**config.mk**
```make
export PLATFORM = sky130hd
export DESIGN_NAME = swctl_i2c_regs
export DESIGN_NICKNAME = d
export VERILOG_FILES = /design/src/rtl/swctl_pkg.sv /design/src/rtl/swctl_sync.sv /design/src/rtl/swctl_busdet.sv /design/src/rtl/swctl_regfile.sv /design/src/rtl/swctl_i2c_regs.sv
export SDC_FILE = /design/constraint.sdc
export NUM_CORES = 1
export LEC_CHECK = 0
export BUFFER_PORTS_ARGS = -buffer_cell sky130_fd_sc_hd__buf_2
export CAP_MARGIN = 20
export CORE_ASPECT_RATIO = 0.5
export CORE_UTILIZATION = 55
export DETAILED_ROUTE_END_ITERATION = 8
export PLACE_DENSITY = 0.84
export SLEW_MARGIN = 20
export SYNTH_ARGS = -nofsm -noshare
export SYNTH_HDL_FRONTEND = slang
export SYNTH_SLANG_ARGS = --single-unit
```
**constraint.sdc**
```tcl
create_clock -name clk -period 5.15 [get_ports clk]
set_clock_uncertainty 0.2 [all_clocks]
set_input_delay 1.2875 -clock clk [delete_from_list [all_inputs] [get_ports clk]]
set_output_delay 1.2875 -clock clk [all_outputs]
set_load 0.02 [all_outputs]
```
**src/rtl/swctl_pkg.sv**
```systemverilog
// Shared constants and types for the serial control register slave.
// Assumes an 8-bit byte with a 7-bit address of fixed bits plus straps.
package swctl_pkg;
    localparam int DATA_W   = 8;
    localparam int NUM_REGS = 2;
    localparam int STRAP_W  = 3;
    localparam int FIX_W    = DATA_W - 1 - STRAP_W;
    localparam int BCNT_W   = $clog2(DATA_W + 1);
    localparam int IDX_W    = (NUM_REGS > 1) ? $clog2(NUM_REGS) : 1;

    localparam logic [FIX_W-1:0]  FIXED_ADDR = 4'b0111;
    localparam logic [DATA_W-1:0] REG0_RST   = 8'h00;
    localparam logic [DATA_W-1:0] REG1_RST   = 8'hAA;
    localparam logic [DATA_W-1:0] REG0_ZERO  = 8'h03;

    typedef enum logic [2:0] {
        ST_IDLE, ST_ADDR, ST_PTR, ST_WDAT, ST_ACK, ST_TX, ST_MACK, ST_TXGO
    } state_t;

    // Reset value of register i.
    function automatic logic [DATA_W-1:0] rst_val(input int i);
        return (i == 1) ? REG1_RST : REG0_RST;
    endfunction

    // Bits of register i that are hard-wired to zero.
    function automatic logic [DATA_W-1:0] zero_mask(input int i);
        return (i == 0) ? REG0_ZERO : '0;
    endfunction
endpackage

```
**src/rtl/swctl_sync.sv**
```systemverilog
// Two-flop synchronizer bank for asynchronous bus inputs.
// Assumes an idle level of 1 for every input; resets to that level.
module swctl_sync #(
    parameter int W = 2
) (
    input  logic         clk,
    input  logic         rst_n,
    input  logic [W-1:0] d_in,
    output logic [W-1:0] d_out
);
    logic [W-1:0] meta;

    for (genvar g = 0; g < W; g++) begin : g_bit
        // Two-stage capture of one input bit.
        always_ff @(posedge clk) begin
            if (!rst_n) begin
                meta[g]  <= 1'b1;
                d_out[g] <= 1'b1;
            end else begin
                meta[g]  <= d_in[g];
                d_out[g] <= meta[g];
            end
        end
    end
endmodule

```
**src/rtl/swctl_busdet.sv**
```systemverilog
// Bus condition detector: SCL edges plus START and STOP.
// Assumes synchronized inputs; START/STOP are SDA edges while SCL is high.
module swctl_busdet (
    input  logic clk,
    input  logic rst_n,
    input  logic scl_s,
    input  logic sda_s,
    output logic scl_rise,
    output logic scl_fall,
    output logic bus_start,
    output logic bus_stop
);
    logic scl_p, sda_p;

    // Hold the previous synchronized levels.
    always_ff @(posedge clk) begin
        if (!rst_n) begin
            scl_p <= 1'b1;
            sda_p <= 1'b1;
        end else begin
            scl_p <= scl_s;
            sda_p <= sda_s;
        end
    end

    // Decode edges and bus conditions from the level pairs.
    always_comb begin
        scl_rise  = scl_s & ~scl_p;
        scl_fall  = ~scl_s & scl_p;
        bus_start = scl_s & scl_p & sda_p & ~sda_s;
        bus_stop  = scl_s & scl_p & ~sda_p & sda_s;
    end
endmodule

```
**src/rtl/swctl_regfile.sv**
```systemverilog
// Control register file with one write port and one read port.
// Assumes a read index beyond the last register returns all ones.
module swctl_regfile
    import swctl_pkg::*;
(
    input  logic                               clk,
    input  logic                               rst_n,
    input  logic                               wr_en,
    input  logic [IDX_W-1:0]                   wr_idx,
    input  logic [DATA_W-1:0]                  wr_data,
    input  logic [DATA_W-1:0]                  rd_ptr,
    output logic [DATA_W-1:0]                  rd_data,
    output logic [NUM_REGS-1:0][DATA_W-1:0]    regs_q
);
    localparam logic [DATA_W-1:0] NUM_L = DATA_W'(NUM_REGS);

    for (genvar g = 0; g < NUM_REGS; g++) begin : g_reg
        // Store one register, clearing its hard-wired bits.
        always_ff @(posedge clk) begin
            if (!rst_n)
                regs_q[g] <= rst_val(g);
            else if (wr_en && wr_idx == IDX_W'(g))
                regs_q[g] <= wr_data & ~zero_mask(g);
        end
    end

    // Select the register addressed by the pointer.
    always_comb begin
        if (rd_ptr < NUM_L)
            rd_data = regs_q[rd_ptr[IDX_W-1:0]];
        else
            rd_data = '1;
    end
endmodule

```
**src/rtl/swctl_i2c_regs.sv**
```systemverilog
// Two-wire slave front end for the switch control registers.
// Assumes SCL phases last several clk cycles; no clock stretching.
module swctl_i2c_regs
    import swctl_pkg::*;
(
    input  logic               clk,
    input  logic               rst_n,
    input  logic               serial_en,
    input  logic [STRAP_W-1:0] strap,
    input  logic               scl_in,
    input  logic               sda_in,
    output logic               sda_drive_low,
    output logic [DATA_W-1:0]  reg0_q,
    output logic [DATA_W-1:0]  reg1_q
);
    localparam logic [BCNT_W-1:0] BITS_L = BCNT_W'(DATA_W);
    localparam logic [BCNT_W-1:0] LAST_L = BCNT_W'(DATA_W - 1);
    localparam logic [DATA_W-1:0] NUM_L  = DATA_W'(NUM_REGS);

    logic [1:0]        sync_q;
    logic              scl_s, sda_s;
    logic              scl_rise, scl_fall, bus_start, bus_stop;
    state_t            state, after;
    logic [BCNT_W-1:0] bitcnt;
    logic [DATA_W-1:0] shreg, txsh, ptr, rd_data;
    logic              byte_done, ptr_ok, wr_en;
    logic [NUM_REGS-1:0][DATA_W-1:0] regs_q;

    swctl_sync #(.W(2)) u_sync (
        .clk(clk), .rst_n(rst_n), .d_in({scl_in, sda_in}), .d_out(sync_q)
    );
    assign scl_s = sync_q[1];
    assign sda_s = sync_q[0];

    swctl_busdet u_det (
        .clk(clk), .rst_n(rst_n), .scl_s(scl_s), .sda_s(sda_s),
        .scl_rise(scl_rise), .scl_fall(scl_fall),
        .bus_start(bus_start), .bus_stop(bus_stop)
    );

    // Decode byte completion and the register write strobe.
    always_comb begin
        byte_done = serial_en & ~bus_start & ~bus_stop & scl_fall & (bitcnt == BITS_L);
        ptr_ok    = ptr < NUM_L;
        wr_en     = byte_done & (state == ST_WDAT) & ptr_ok;
    end

    swctl_regfile u_rf (
        .clk(clk), .rst_n(rst_n), .wr_en(wr_en), .wr_idx(ptr[IDX_W-1:0]),
        .wr_data(shreg), .rd_ptr(ptr), .rd_data(rd_data), .regs_q(regs_q)
    );

    // Protocol sequencer: address, pointer, write data, read data, acks.
    always_ff @(posedge clk) begin
        if (!rst_n) begin
            state  <= ST_IDLE;
            after  <= ST_IDLE;
            bitcnt <= '0;
            shreg  <= '0;
            txsh   <= '1;
            ptr    <= '0;
        end else if (!serial_en) begin
            state <= ST_IDLE;
        end else if (bus_start) begin
            state  <= ST_ADDR;
            bitcnt <= '0;
        end else if (bus_stop) begin
            state <= ST_IDLE;
        end else begin
            case (state)
                ST_ADDR, ST_PTR, ST_WDAT: begin
                    if (scl_rise && bitcnt != BITS_L) begin
                        shreg  <= {shreg[DATA_W-2:0], sda_s};
                        bitcnt <= bitcnt + 1'b1;
                    end else if (byte_done) begin
                        bitcnt <= '0;
                        state  <= ST_IDLE;
                        if (state == ST_ADDR) begin
                            if (shreg[DATA_W-1:1] == {FIXED_ADDR, strap}) begin
                                state <= ST_ACK;
                                after <= shreg[0] ? ST_TX : ST_PTR;
                            end
                        end else if (state == ST_PTR) begin
                            if (shreg < NUM_L) begin
                                ptr   <= shreg;
                                state <= ST_ACK;
                                after <= ST_WDAT;
                            end
                        end else if (ptr_ok) begin
                            ptr   <= ptr + 1'b1;
                            state <= ST_ACK;
                            after <= ST_WDAT;
                        end
                    end
                end
                ST_ACK: begin
                    if (scl_fall) begin
                        bitcnt <= '0;
                        if (after == ST_TX) txsh <= rd_data;
                        state <= after;
                    end
                end
                ST_TX: begin
                    if (scl_fall) begin
                        if (bitcnt == LAST_L) begin
                            state <= ST_MACK;
                        end else begin
                            txsh   <= {txsh[DATA_W-2:0], 1'b1};
                            bitcnt <= bitcnt + 1'b1;
                        end
                    end
                end
                ST_MACK: begin
                    if (scl_rise) begin
                        if (sda_s) begin
                            state <= ST_IDLE;
                        end else begin
                            if (ptr_ok) ptr <= ptr + 1'b1;
                            state <= ST_TXGO;
                        end
                    end
                end
                ST_TXGO: begin
                    if (scl_fall) begin
                        txsh   <= rd_data;
                        bitcnt <= '0;
                        state  <= ST_TX;
                    end
                end
                default: state <= ST_IDLE;
            endcase
        end
    end

    // Open-drain enable: ack slot or a zero data bit.
    always_comb begin
        sda_drive_low = serial_en & ((state == ST_ACK) | ((state == ST_TX) & ~txsh[DATA_W-1]));
        reg0_q        = regs_q[0];
        reg1_q        = regs_q[1];
    end
endmodule

```
# [Word level (Yosys, flattened, before mapping)]
# Cells that the tools add are included.
[op_classes] order_cmp=3 n_mux=48 eq_ne=38 n_reduce_logical=18 n_addsub=2 bitwise=27
[ops] cell="2-to-1 mux 8 bit" count=16
[ops] cell="2-to-1 mux 3 bit" count=19
[ops] cell="inequality test 4 bit, second input constant" count=9
[ops] cell="2-to-1 mux 4 bit" count=7
[ops] cell="inequality test 2 bit, second input constant" count=12
[ops] cell="one-hot mux 8 bit (3 select lines)" count=1
[ops] cell="AND reduction 7 bit" count=3
[ops] cell="AND reduction 9 bit" count=2
[ops] cell="< comparator 8 x 2 -> 1 bit, second input constant" count=2
[ops] cell="one-hot mux 8 bit (2 select lines)" count=1
[ops] cell="AND 1 bit" count=15
[ops] cell="== test 3 bit, second input constant" count=5
[ops] cell="one-hot mux 3 bit (5 select lines)" count=1
[ops] cell="one-hot mux 4 bit (3 select lines)" count=1
[ops] cell="inverter 1 bit" count=11
[ops] cell="AND reduction 10 bit" count=1
[ops] cell="inequality test 3 bit, second input constant" count=3
[ops] cell="adder 8 x 1 -> 8 bit, second input constant" count=1
[ops] cell="== test 7 x 6 -> 1 bit" count=1
[ops] cell="== test 3 x 2 -> 1 bit, second input constant" count=2
[ops] cell="nonzero test 3 bit" count=2
[ops] cell="AND reduction 5 bit" count=1
[ops] cell="adder 4 x 1 -> 4 bit, second input constant" count=1
[ops] cell="== test 4 x 3 -> 1 bit, second input constant" count=1
[ops] cell="other kinds (15)" count=18
[totals] input_bits=8 regBits=54

# [Depth between registers and ports, before layout]
[depth] depth_word=13 ltp_mapped=8 mapped_depth_nobuf=7

# [Modules after synthesis]
# Synthesis repeated with hierarchy kept, for this count alone.
[unflattened] hier_cells=296 area_unflattened_um2=2682.6
[modules_own_cells] module="swctl_i2c_regs" instances=1 area_each_um2=1823.0 cells_per_inst=202
[modules_own_cells] module="swctl_regfile" instances=1 area_each_um2=669.4 cells_per_inst=78
[modules_own_cells] module="swctl_sync" instances=1 area_each_um2=105.1 cells_per_inst=8
[modules_own_cells] module="swctl_busdet" instances=1 area_each_um2=85.1 cells_per_inst=8

# [Worst setup path after synthesis]
# OpenSTA, ideal clock, no wires.
[synth_timing] kind="in2out" start="in serial_en" end="out sda_drive_low" arrival_ns=2.011 stages=3 t_required_ns=3.663 n_path_buf=1 slack_ns=1.652 path_cell_list="buf_4 > nand2_1 > a211oi_1"
[synth_via] elab_chain_cells=1
[synth_lines] element="start: declaration" line_no="swctl_i2c_regs.sv:8" rtl="input logic serial_en,"
[synth_lines] element="AND 1 bit" line_no="swctl_i2c_regs.sv:137" rtl="sda_drive_low = serial_en & ((state == ST_ACK) | ((state == ST_TX) & ~txsh[DATA_W-1]));"
[synth_lines] element="end: declaration" line_no="swctl_i2c_regs.sv:12" rtl="output logic sda_drive_low,"
# Every way passes these cells.

# [Worst setup path after layout]
# Same ends and word-level chain as after synthesis.

==> impl_results.md <==
* Arrival @ worst endpoint at 2000 ps
* Power share of the clock group at 0.405
* Nature of the critical path startpoint: input port
* Hold crit path type: register to register
* Final min period at between 3000 and 4000 ps
* Post_cts resized at 0
* Final worst path period share at 0.677
* Clk buf depth at 2
* # hold bufs at CTS at 0
* Die ar. at around 5200 sq um
* P per Cell Area at 258 nW/um^2
* PortBufs at 22
* Setup crit end kind: output port
* Layout cell share with drive strength beyond 1 at 0.165
* Max Freq at around 290 MHz
* Status: finished clean
* VDD IR max at between 150 and 200 uV
* Area Growth Syn to Fin at 8.34%
* Yosys cell types at 63
* Reg2reg end: bitcnt[3]
* Finished Layout Cells at about 380
* Post-placement cell area at roughly 2800 sq um
* Main flop type after synthesis: dfxtp_1
* Mean Syn Cell Area at ~9.2 sq um
* Synthesized cell area at roughly 2700 sq um
* Sequential cell area at about 1100 sq um
* Clock Tree Root: clkbuf_8
* I/O pin cnt at 25
* Logic pwr share at 0.038
* Total gr overflow at 0
* FILL cells at around 370
* CTS tree: built
* Drt pass-1 iters at 5
* Antenna cells at 0
* Final core utilization at 0.643
* Area of the multi-input gates at 1500 sq um
* Final RePlAce weighted congestion at around 0.91
* Req. time, crit path at around 3700 ps
* Final wirelength at 6140 um
* Worst r2r path cells at 5
* Endpoints failing setup at 0
* # DRC at 0
* R2r startpoint: state[1]
* CTS clk-pin slew, worst paths at roughly 100 ps
* Switch share at 0.223
* Largest net degree at the start of global routing at 26
* Max-slew violation count at 0
* Max-cap check violation count at 0
* Sequential share of power at 0.557
* Unrepaired setup endpoints after global routing: false
* CTS sink cnt at 54
* Starting Density at 0.593
* Vias/cell at around 6.1
* HPWL Detailed at between 4000 and 5000 um
* P_leak at between 1 and 1.5 nW
* Worst Setup EP: sda_drive_low
* Flop-to-flop setup slack at about 2700 ps
* Flops & latches, synth at between 50 and 60
* Floorplan row count at 17
* H-tree level count at 2
* Critical path launch point: serial_en
* Remaining antenna violation count at 0
* Warnings, synthesis at 0
* DRT iter0 DRCs at ~120
* Worst Max-Slew Pin Slew at 812 ps
* Die X at roughly 100 um
* First-pass GRT wire length at a little over 10000 um
* Vias in the first global route at around 2.0k
* Final hold vios at 0
* Die Span Y at ~52 um
* Post-synth EDFFs at 0
* Dpl cells at approximately 370
* Cell Int Power at slightly below 0.6 mW
* Core area at between 4000 and 5000 sq um
* Setup bufs post-CTS at 0
* P_sw at 0.169 mW
* GR Util All Layers at 0.256
* Antenna violations before repair at 0
* Asr flop ratio synth at 0
* Wire length per cell at 16.4 um
* WS Path Type: input port to output port
* Critical Path Fanout Max at 9
* Worst skew pair latency at 320 ps
* CTS buffer count at 5
* Nets at 319
* Via count at 2270
* Max_slew headroom at 0.458
* Mapped Cells at 295
* Fin area at approximately 3000 sq um
* Setup TNS at 0 ps
* Seq/Total Area, Yosys at 0.398
==> cell usage in the layout, fill, tap and decap left out, types with 2 or more instances in the layout <==
cell	netlist	routed
nand2_1	23	23
o2111ai_1	3	3
a211oi_1	3	3
a311oi_1	2	2
nor3_1	4	4
nand3b_1	4	4
ha_1	3	3
and3_1	3	3
and2_1	2	2
xnor2_1	2	2
mux2i_1	22	22
or3_1	2	2
xor2_1	3	3
o211ai_1	9	9
conb_1	1	2
nor4_1	2	2
nor2_1	34	34
nor4_4	2	2
o21ai_1	3	3
and3b_1	2	2
clkbuf_8	0	6
o31ai_1	2	2
o21bai_1	2	2
o22ai_1	7	7
inv_1	13	13
nand2b_1	10	10
nor2b_1	4	4
a21oi_1	9	9
dfxtp_1	54	54
a31oi_1	7	7
mux2_2	6	6
nand3_1	7	7
buf_2	4	22
==> Yosys cell counts (4+ instances only) <==
cell type | n | area share
a21oi_1 | 9 | 0.017
a31oi_1 | 7 | 0.016
buf_2 | 4 | 0.0074
buf_4 | 4 | 0.011
clkbuf_1 | 8 | 0.011
dfxtp_1 | 54 | 0.40
inv_1 | 13 | 0.018
mux2_2 | 6 | 0.025
mux2i_1 | 22 | 0.081
nand2_1 | 23 | 0.032
nand2b_1 | 10 | 0.023
nand3_1 | 7 | 0.013
nand3b_1 | 4 | 0.011
nor2_1 | 34 | 0.047
nor2b_1 | 4 | 0.0092
nor3_1 | 4 | 0.0074
o211ai_1 | 9 | 0.025
o22ai_1 | 7 | 0.016
==> worst min-delay path by stage <==
stage                   start         endpoint  cells after the start
3_5_place_dp   u_sync.meta[1]  u_sync.d_out[1]                      1
4_1_cts        u_sync.meta[1]  u_sync.d_out[1]                      1
2_1_floorplan  u_sync.meta[0]  u_sync.d_out[0]                      1
3_3_place_gp   u_sync.meta[0]  u_sync.d_out[0]                      1
6_report       u_sync.meta[1]  u_sync.d_out[1]                      1
5_1_grt        u_sync.meta[1]  u_sync.d_out[1]                      1
==> through the flow <==
stage | total power, mW | hold WS, ps | setup slack [ps]
after floorplan | 0.453 | 186 | 1650
after global placement | 0.458 | 193 | 1710
after detailed placement | 0.459 | 204 | 1680
after CTS | 0.760 | 232 | 1680
after global routing | 0.780 | 238 | 1620
final | 0.758 | 228 | 1660
==> routing by layer <==
metal,share of wire,global-route usage,vias up
met5,0,0,-
met4,0.024,0.0990,0
met3,0.065,0.0565,18
met2,0.47,0.421,96
met1,0.44,0.333,1072
li1,-,-,1084
==> sequential cells by signal, indices dropped and copies added (netlist names), 2 cells and up <==
| name | flops |
|---|---|
| bitcnt | 4 |
| txsh | 8 |
| after | 3 |
| shreg | 8 |
| u_rf.regs_q | 14 |
| state | 3 |
| ptr | 8 |
| u_sync.d_out | 2 |
| u_sync.meta | 2 |
==> power groups by stage <==
| stage | Clock (mW) | Sequential (mW) | Combinational (mW) |
|---|---|---|---|
| after global routing | 0.326 | 0.423 | 0.0313 |
| after floorplan | 0 | 0.430 | 0.0230 |
| after detailed placement | 0 | 0.432 | 0.0278 |
| after global placement | 0 | 0.432 | 0.0268 |
| final | 0.307 | 0.422 | 0.0284 |
| after CTS | 0.310 | 0.422 | 0.0281 |
==> cell families after synthesis <==
| logic type | after synthesis | synth area share |
|---|---|---|
| compound gates | 63 | 0.183 |
| xor+xnor | 5 | 0.0161 |
| fa+ha+maj | 3 | 0.0138 |
| buf+inv | 30 | 0.0516 |
| flops | 54 | 0.398 |
| mux | 28 | 0.106 |
| other cells | 1 | 0.00138 |
| simple gates | 111 | 0.230 |
==> worst max-delay path, stage by stage <==
cell and delay, ps:
buf_2 210, nand2_1 100, a211oi_1 210, buf_2 200
==> cell type report <==
cell class / instances / area share
clock buffers: 6 / 0.0281
clock inverters: 2 / 0.0132
inverters: 13 / 0.0166
multi-input cells: 212 / 0.509
flip-flops and latches: 54 / 0.368
well taps: 66 / 0.0281
repair buffers: 22 / 0.0374
(Power assumes the default switching activity.)
